File: config.mk
export PLATFORM = sky130hd
export DESIGN_NAME = ssru_top
export DESIGN_NICKNAME = d
export VERILOG_FILES = /design/src/rtl/ssru_pkg.sv /design/src/rtl/ssru_core.sv /design/src/rtl/ssru_wb_reg.sv /design/src/rtl/ssru_top.sv
export SDC_FILE = /design/constraint.sdc
export NUM_CORES = 1
export LEC_CHECK = 0
export BUFFER_PORTS_ARGS = -buffer_cell sky130_fd_sc_hd__buf_2
export CAP_MARGIN = 20
export CORE_UTILIZATION = 25
export CTS_CLUSTER_DIAMETER = 80
export DETAILED_ROUTE_END_ITERATION = 12
export SYNTH_ARGS = -nofsm -noshare
export SYNTH_HDL_FRONTEND = slang
export SYNTH_SLANG_ARGS = --single-unit
File: constraint.sdc
create_clock -name clk -period 2.15 [get_ports clk]
set_input_delay 0.43 -clock clk [delete_from_list [all_inputs] [get_ports clk]]
set_output_delay 0.43 -clock clk [all_outputs]
set_load 0.01 [all_outputs]
File: src/rtl/ssru_pkg.sv
package ssru_pkg;
   typedef enum logic [2:0] {
      OP_SHL_LOG = 3'd0,
      OP_SHR_LOG = 3'd1,
      OP_SHL_ARI = 3'd2,
      OP_SHR_ARI = 3'd3,
      OP_ROT_L   = 3'd4,
      OP_ROT_R   = 3'd5,
      OP_RSV_A   = 3'd6,
      OP_RSV_B   = 3'd7
   } shift_op_e;

   localparam int unsigned OP_BITS  = 3;
   localparam int unsigned CNT_BITS = 3;
endpackage

File: src/rtl/ssru_core.sv
module ssru_core
   import ssru_pkg::*;
#(
   parameter int unsigned W        = 8,
   parameter bit          SAR_ONES = 1'b1
) (
   input  logic [W-1:0]       din,
   input  logic [OP_BITS-1:0] op,
   output logic [W-1:0]       dout
);
   localparam int unsigned MSB = W - 1;

   generate
      if (W < 2) begin : g_bad_width
         $error("ssru_core: W must be at least 2");
      end
   endgenerate

   logic sar_fill;

   generate
      if (SAR_ONES) begin : g_fill_one
         assign sar_fill = 1'b1;
      end else begin : g_fill_sign
         assign sar_fill = din[MSB];
      end
   endgenerate

   shift_op_e op_e;
   assign op_e = shift_op_e'(op);

   always_comb begin
      unique case (op_e)
         OP_SHL_LOG,
         OP_SHL_ARI: dout = {din[MSB-1:0], 1'b0};
         OP_SHR_LOG: dout = {1'b0, din[MSB:1]};
         OP_SHR_ARI: dout = {sar_fill, din[MSB:1]};
         OP_ROT_L:   dout = {din[MSB-1:0], din[MSB]};
         OP_ROT_R:   dout = {din[0], din[MSB:1]};
         default:    dout = din;
      endcase
   end
endmodule

File: src/rtl/ssru_wb_reg.sv
module ssru_wb_reg #(
   parameter int unsigned W  = 8,
   parameter int unsigned AW = 3
) (
   input  logic          clk,
   input  logic          rst_n,
   input  logic          load,
   input  logic [W-1:0]  nxt_data,
   input  logic [AW-1:0] nxt_addr,
   output logic [W-1:0]  q_data,
   output logic [AW-1:0] q_addr,
   output logic          q_strobe
);
   generate
      if (AW < 1) begin : g_bad_aw
         $error("ssru_wb_reg: AW must be at least 1");
      end
   endgenerate

   always_ff @(posedge clk) begin
      if (!rst_n) begin
         q_data   <= '0;
         q_addr   <= '0;
         q_strobe <= 1'b0;
      end else begin
         q_strobe <= load;
         if (load) begin
            q_data <= nxt_data;
            q_addr <= nxt_addr;
         end
      end
   end
endmodule

File: src/rtl/ssru_top.sv
module ssru_top
   import ssru_pkg::*;
#(
   parameter int unsigned W        = 8,
   parameter int unsigned AW       = 3,
   parameter bit          SAR_ONES = 1'b1
) (
   input  logic                clk,
   input  logic                rst_n,
   input  logic                en,
   input  logic [OP_BITS-1:0]  op,
   input  logic [CNT_BITS-1:0] cnt,
   input  logic [W-1:0]        src_data,
   input  logic [AW-1:0]       src_addr,
   output logic [W-1:0]        result,
   output logic [AW-1:0]       wr_addr,
   output logic                wr_en,
   output logic                flag_upd
);
   // Every count value selects a single-position step; the field is accepted
   // for instruction compatibility only.
   logic unused_cnt;
   assign unused_cnt = ^cnt;

   logic [W-1:0] step_val;

   ssru_core #(.W(W), .SAR_ONES(SAR_ONES)) u_core (
      .din  (src_data),
      .op   (op),
      .dout (step_val)
   );

   ssru_wb_reg #(.W(W), .AW(AW)) u_wb (
      .clk      (clk),
      .rst_n    (rst_n),
      .load     (en),
      .nxt_data (step_val),
      .nxt_addr (src_addr),
      .q_data   (result),
      .q_addr   (wr_addr),
      .q_strobe (wr_en)
   );

   assign flag_upd = 1'b0;
endmodule

==> results.py, run 1 <==
metrics = {
    "floorplanning": {
        "die_area_mm2": 0.00278,
        "die_w_um": 52.7,
        "core-area_mm2": 0.00245,
        "start_util": 0.262,
        "die_h_um": 52.7,
        "rows": 18,
        "pin_count": 33,
    },
    "clock_tree": {
        "root_buffer": "clkbuf_4",
        "h-tree-depth": 1,
        "clk_path_buf_depth": 2,
        "holdBufCountCts": 0,
        "cts_tree": "done",
        "clock_latency_ns": 0.27,
        "cts_resized": 0,
        "clkTransAtPathRegs_ns": 0.08,
        "cts.sinks": 12,
        "cts-buffers-inserted": 3,
        "post_cts_buffers": 0,
    },
    "yosys": {
        "yosysSeqAreaShare": 0.374,
        "synthMuxAreaShare": 0.0467,
        "synth_most_common_cell": "dfxtp_1",
        "synth-simple-area-share": 0.230,
        "syn_area_um2": 643,
        "synth_xor_area_frac": 0,
        "synthAdderAreaFrac": 0,
        "syn_inst": 70,
        "synth_cell_types": 21,
        "synthFlopType": "dfxtp_1",
        "ys_ff_latch": 12,
        "synth_top_family_by_area": "compound AO/OA/AOI/OAI gates",
        "synth_area_leaders": "dfxtp_1, o2111ai_1, nor2b_1, a21boi_0, or2b_1",
        "synth_top_area_share": 0.374,
        "async_flop_share": 0,
        "ys_warn_count": 0,
        "avgSynthCellArea_um2": 9.19,
        "synth_compound_area_frac": 0.272,
        "synth_top_area_cell": "dfxtp_1",
        "synth_enable_flop_cells": 0,
        "syn_nets": 90,
        "yosys-top-cells-count": "dfxtp_1, nor2b_1, a31oi_1",
    },
    "critical_path": {
        "timing.critical_path.buf_inv": 1,
        "rr_startpoint": "u_wb.q_data[1]",
        "path_cells": "buf_2",
        "critPathKind": "reg -> out",
        "cpLargestDelayFamily": "flip-flops",
        "startpoint": "u_wb.q_data[5]",
        "worstSetupStartpointType": "register",
        "cp_slowest_stage_delay_ns": 0.33,
        "critPathSlowestCell": "dfxtp_1",
        "arrival_ns": 0.74,
        "path_max_fanout": 2,
        "cp.required_ns": 1.72,
        "worstSetupEndpointType": "output port",
    },
    "finish": {
        "areaGrowthSynthToFinish_pct": 26.7,
        "final_cell_area_um2": 815,
        "nets": 117,
        "antenna_cells": 0,
        "drive_gt1_frac": 0.344,
    },
    "drt": {
        "routed_wl_mm": 1.51,
        "highest-signal-layer": "met4",
        "vias": 613,
        "wire_per_inst_um": 12.0,
        "vias_per_cell": 4.87,
        "wirelength_met1_um": 671,
        "wl_met2_um": 716,
        "drtAntennaViolNets": 0,
        "wl_met3_um": 100,
        "drt-pass1-iter-count": 4,
        "detail_route.iter0.violations": 11,
        "drc": 0,
    },
    "sta": {
        "rsz0062_at_grt": "false",
        "drv_slew": 0,
        "timing.hold.ws_ns": 0.418,
        "fin_skew_ns": 0,
        "fin_crit_ns": 1.17,
        "fin_ws_ns": 0.982,
        "max_freq_mhz": 856,
        "tns_ns": 0,
        "setup_viol": 0,
        "hold_viol": 0,
        "period_share": 0.543,
    },
    "placed_design": {
        "io_buffers": 28,
        "gp_congestion": 0.735,
        "dpl.hpwl_mm": 1.10,
        "pre_cts_ws_ns": 0.776,
        "dpl_cell_area_um2": 778,
    },
    "power": {
        "p_leak_nw": 0.367,
        "total_power_w": 0.000523,
        "powerDensity_mw_per_mm2": 642,
        "vdd_drop_max_mv": 0.234,
    },
    "global_routing": {
        "grt_use_total": 0.118,
        "overflow": 0,
        "grt_pass1_vias": 570,
        "grt_pass1_wl_mm": 2.33,
        "antenna_found_initial": 0,
        "grt_max_degree": 26,
    },
    "run": {
        "cap_viol_max_count": 0,
    },
    "outcome": {
        "outcome": "finished clean",
    },
    "hold_path": {
        "hold_path.class": "in -> reg",
        "hold_path.startpoint": "src_addr[0]",
    },
}
final timing paths:
kind / slack [ns] / endpoint / depth (start not counted)
setup / recovery: 0.98 / result[5] / 1
hold / removal: 0.42 / u_wb.q_addr[0] / 3
hold reg to reg: 0.51 / u_wb.q_data[0] / 2
setup reg to reg: 1.34 / u_wb.q_data[1] / 3
layout by cell type, fill, tap and decap left out, drive strengths merged:
cell type and instances:
a21boi 6, a221oi 1, a311o 1, a31oi 7, and2 2, and2b 2, buf 28, clkbuf 4
conb 1, dfxtp 12, inv 1, mux2i 3, nand2 3, nand3b 1, nor2 1, nor2b 8
o2111ai 6, o21ai 3, or2b 6
per-layer routing:
layer / vias up / global-route usage
met5: - / 0
met4: 0 / 0.0921
met3: 2 / 0.0261
met2: 22 / 0.184
met1: 282 / 0.138
li1: 307 / -
area by class of cell:
| cell class | count | area, µm² |
|---|---|---|
| fillers | 269 | 1640 |
| multi-input cells | 51 | 357 |
| flip-flops and latches | 12 | 240 |
| repair buffers | 28 | 140 |
| well taps | 30 | 37.5 |
| clock buffers | 4 | 36.3 |
| inverters | 1 | 3.75 |
through the flow:
step	util	instances
CTS	0.332	126
global placement	0.317	122
floorplan	-	70
global route	0.332	126
finish	0.332	126
detailed placement	0.317	122
kinds of logic (layout without fill, tap and decap cells):
logic type      count (synthesis)  after routing
compound gates                 24             24
simple gates                   23             23
flops                          12             12
buf+inv                         7             33
mux                             3              3
other cells                     1              1
power by group:
part	internal (W)	switching, W	total [W]
Sequential	0.000237	0.00000569	0.000243
Clock	0.000103	0.0000790	0.000182
Combinational	0.0000461	0.0000523	0.0000984
Total	0.000386	0.000137	0.000523
registers in the layout, indices dropped and copies added, names as in the netlist:
signal         cells
u_wb.q_data        8
u_wb.q_addr        3
u_wb.q_strobe      1
Power figures use the tool's default switching activity.
==> run 2: changes to the inputs <==
--- a/config.mk
+++ b/config.mk
@@ -5,6 +5,7 @@
 export SDC_FILE = /design/constraint.sdc
 export NUM_CORES = 1
 export LEC_CHECK = 0
+export ABC_AREA = 1
 export BUFFER_PORTS_ARGS = -buffer_cell sky130_fd_sc_hd__buf_2
 export CAP_MARGIN = 20
 export CORE_UTILIZATION = 25
==> constraint.sdc (replaced) <==
create_clock -name clk -period 1.15 [get_ports clk]
set_input_delay 0.23 -clock clk [delete_from_list [all_inputs] [get_ports clk]]
set_output_delay 0.23 -clock clk [all_outputs]
set_load 0.01 [all_outputs]
==> run 2 against run 1 <==
Compared with the run above:
- worst hold slack worse by 0.23 ns
- routed wire length is 3.3% lower
- sequential cell count stayed put
- sequential power is 89% higher
- register-to-register slack worse by 0.83 ns
- critical path type unchanged
==> results.py, run 2 <==
metrics = {
    "clock_tree": {
        "clkTransAtPathRegs_ns": 0.07,
        "clk_path_buf_depth": 2,
        "cts_tree": "done",
        "post_cts_buffers": 0,
        "root_buffer": "clkbuf_4",
        "h-tree-depth": 1,
        "clock_latency_ns": 0.27,
        "cts-buffers-inserted": 3,
        "holdBufCountCts": 0,
        "cts_resized": 0,
        "cts.sinks": 12,
    },
    "floorplanning": {
        "die_area_mm2": 0.00285,
        "die_h_um": 53.4,
        "rows": 18,
        "core-area_mm2": 0.00248,
        "pin_count": 33,
        "start_util": 0.267,
        "die_w_um": 53.4,
    },
    "sta": {
        "fin_ws_ns": 0.190,
        "fin_skew_ns": 0,
        "hold_viol": 0,
        "tns_ns": 0,
        "max_freq_mhz": 1040,
        "fin_crit_ns": 0.960,
        "setup_viol": 0,
        "rsz0062_at_grt": "false",
        "drv_slew": 0,
        "period_share": 0.835,
    },
    "power": {
        "p_int_w": 0.000648,
        "power_frac_clock": 0.279,
        "p_seq_frac": 0.502,
        "vdd_drop_max_mv": 0.740,
        "powerDensity_mw_per_mm2": 1150,
        "total_power_w": 0.000914,
        "p_leak_nw": 0.427,
        "swShare": 0.291,
        "p_switching_w": 0.000266,
        "comb_power_share": 0.218,
    },
    "yosys": {
        "synth_enable_flop_cells": 0,
        "async_flop_share": 0,
        "synth_xor_area_frac": 0,
        "syn_inst": 94,
        "synth_cell_types": 14,
        "synth_most_common_cell": "nand3_1",
        "synth-simple-area-share": 0.314,
        "synthMuxAreaShare": 0,
        "syn_nets": 114,
        "synth_top_area_share": 0.364,
        "synthFlopType": "dfxtp_1",
        "yosysSeqAreaShare": 0.364,
        "synth_top_family_by_area": "simple AND/OR/NAND/NOR gates",
        "synth_area_leaders": "dfxtp_1, nand3_1, o21ai_0, buf_6, inv_1",
        "ys_warn_count": 0,
        "ys_ff_latch": 12,
        "synthAdderAreaFrac": 0,
        "synth_top_area_cell": "dfxtp_1",
        "syn_area_um2": 661,
        "yosys-top-cells-count": "nand3_1, dfxtp_1, inv_1, o21ai_0, a21oi_1",
        "avgSynthCellArea_um2": 7.03,
        "synth_compound_area_frac": 0.152,
    },
    "global_routing": {
        "grt_pass1_wl_mm": 2.28,
        "grt_use_total": 0.109,
        "grt_max_degree": 22,
        "met2_usage": 0.163,
        "grt_use_met1": 0.147,
        "antenna_found_initial": 0,
        "grt_busiest_layer": "met2",
        "overflow": 0,
        "use_met3": 0.0374,
        "grt_pass1_vias": 537,
    },
    "finish": {
        "final_cell_mix": "buf_2, nand3_1, o21ai_0, inv_1, dfxtp_1",
        "final_common_cell": "buf_2",
        "antenna_cells": 0,
        "areaGrowthSynthToFinish_pct": 20.6,
        "largest_reg_flops": 8,
        "drive_gt1_frac": 0.291,
        "top_regs": "u_wb.q_data x8, u_wb.q_addr x3, u_wb.q_strobe x1",
        "largest-register": "u_wb.q_data",
        "nets": 139,
        "final_cell_area_um2": 797,
    },
    "outcome": {
        "outcome": "finished clean",
    },
    "hold_path": {
        "hold_path.class": "in -> reg",
    },
    "drt": {
        "drtAntennaViolNets": 0,
        "wire_per_inst_um": 9.93,
        "vias": 689,
        "routed_wl_mm": 1.46,
        "drt-pass1-iter-count": 4,
        "detail_route.iter0.violations": 16,
        "vias_per_cell": 4.69,
        "drc": 0,
    },
    "placed_design": {
        "pre_cts_ws_ns": 0.134,
        "gp_congestion": 0.714,
        "dpl_cell_area_um2": 774,
        "io_buffers": 28,
        "dpl.hpwl_mm": 1.12,
    },
    "run": {
        "cap_viol_max_count": 0,
    },
    "critical_path": {
        "worstSetupStartpointType": "register",
        "critPathKind": "reg -> out",
        "critPathSlowestCell": "dfxtp_1",
        "cp_slowest_stage_delay_ns": 0.33,
        "cp.required_ns": 0.92,
        "path_cells": "buf_2",
        "arrival_ns": 0.73,
        "cpLargestDelayFamily": "flip-flops",
        "path_max_fanout": 2,
        "timing.critical_path.buf_inv": 1,
        "worstSetupEndpointType": "output port",
    },
}
[run 2: changes by cell type in the layout (fill, tap and decap cells not counted), moves of 3 or more]
cell,before,now
a21oi_1,0,8
o21ai_0,3,12
a21boi_0,6,0
a31oi_1,7,0
or2b_1,6,0
mux2i_1,3,0
nand3_1,0,27
nor2_1,0,7
inv_1,1,12
nor2b_1,8,0
o2111ai_1,6,0
[run 2: cell type report]
| type | instances | area, µm² |
|---|---|---|
| inverters | 12 | 45.0 |
| flip-flops and latches | 12 | 240 |
| fillers | 280 | 1680 |
| clock buffers | 3 | 22.5 |
| multi-input cells | 62 | 312 |
| well taps | 30 | 37.5 |
| repair buffers | 28 | 140 |
[run 2: kinds of logic (layout without fill, tap and decap cells)]
| family | count (synthesis) | count (layout) |
|---|---|---|
| and+or+nand+nor | 41 | 41 |
| buffers and inverters | 20 | 43 |
| DFF | 12 | 12 |
| other | 1 | 1 |
| AOI/OAI and AO/OA | 20 | 20 |
[run 2: worst paths after layout]
check	start	end	slack, ns	depth (start not counted)
worst min-delay path	src_addr[0]	u_wb.q_addr[0]	0.18	3
worst max-delay path	u_wb.q_data[3]	result[3]	0.19	1
worst max register to register	u_wb.q_data[1]	u_wb.q_data[1]	0.51	2
worst min register to register	u_wb.q_addr[2]	u_wb.q_addr[2]	0.50	2
[run 2: power groups by stage]
stage               Sequential [W]  Combinational [W]  Clock (W)
floorplan                 0.000485           0.000124          0
global placement          0.000468           0.000197          0
detailed placement        0.000469           0.000200          0
CTS                       0.000459           0.000201   0.000258
global route              0.000465           0.000224   0.000287
finish                    0.000459           0.000200   0.000255
[run 2: stage by stage]
| step | instances | hold WS (ns) | util |
|---|---|---|---|
| 3_3_place_gp | 144 | 0.452 | 0.313 |
| 3_5_place_dp | 144 | 0.463 | 0.313 |
| 2_1_floorplan | 94 | 0.365 | - |
| 6_report | 147 | 0.183 | 0.322 |
| 4_1_cts | 147 | 0.182 | 0.322 |
| 5_1_grt | 147 | 0.181 | 0.322 |
[run 2: layer usage]
metal  wire (µm)  share of wire  vias to the layer above
met2         685           0.47                       25
li1            -              -                      356
met1         665           0.46                      308
met3         108          0.074                        0
met5           0              0                        -
met4           0              0                        0
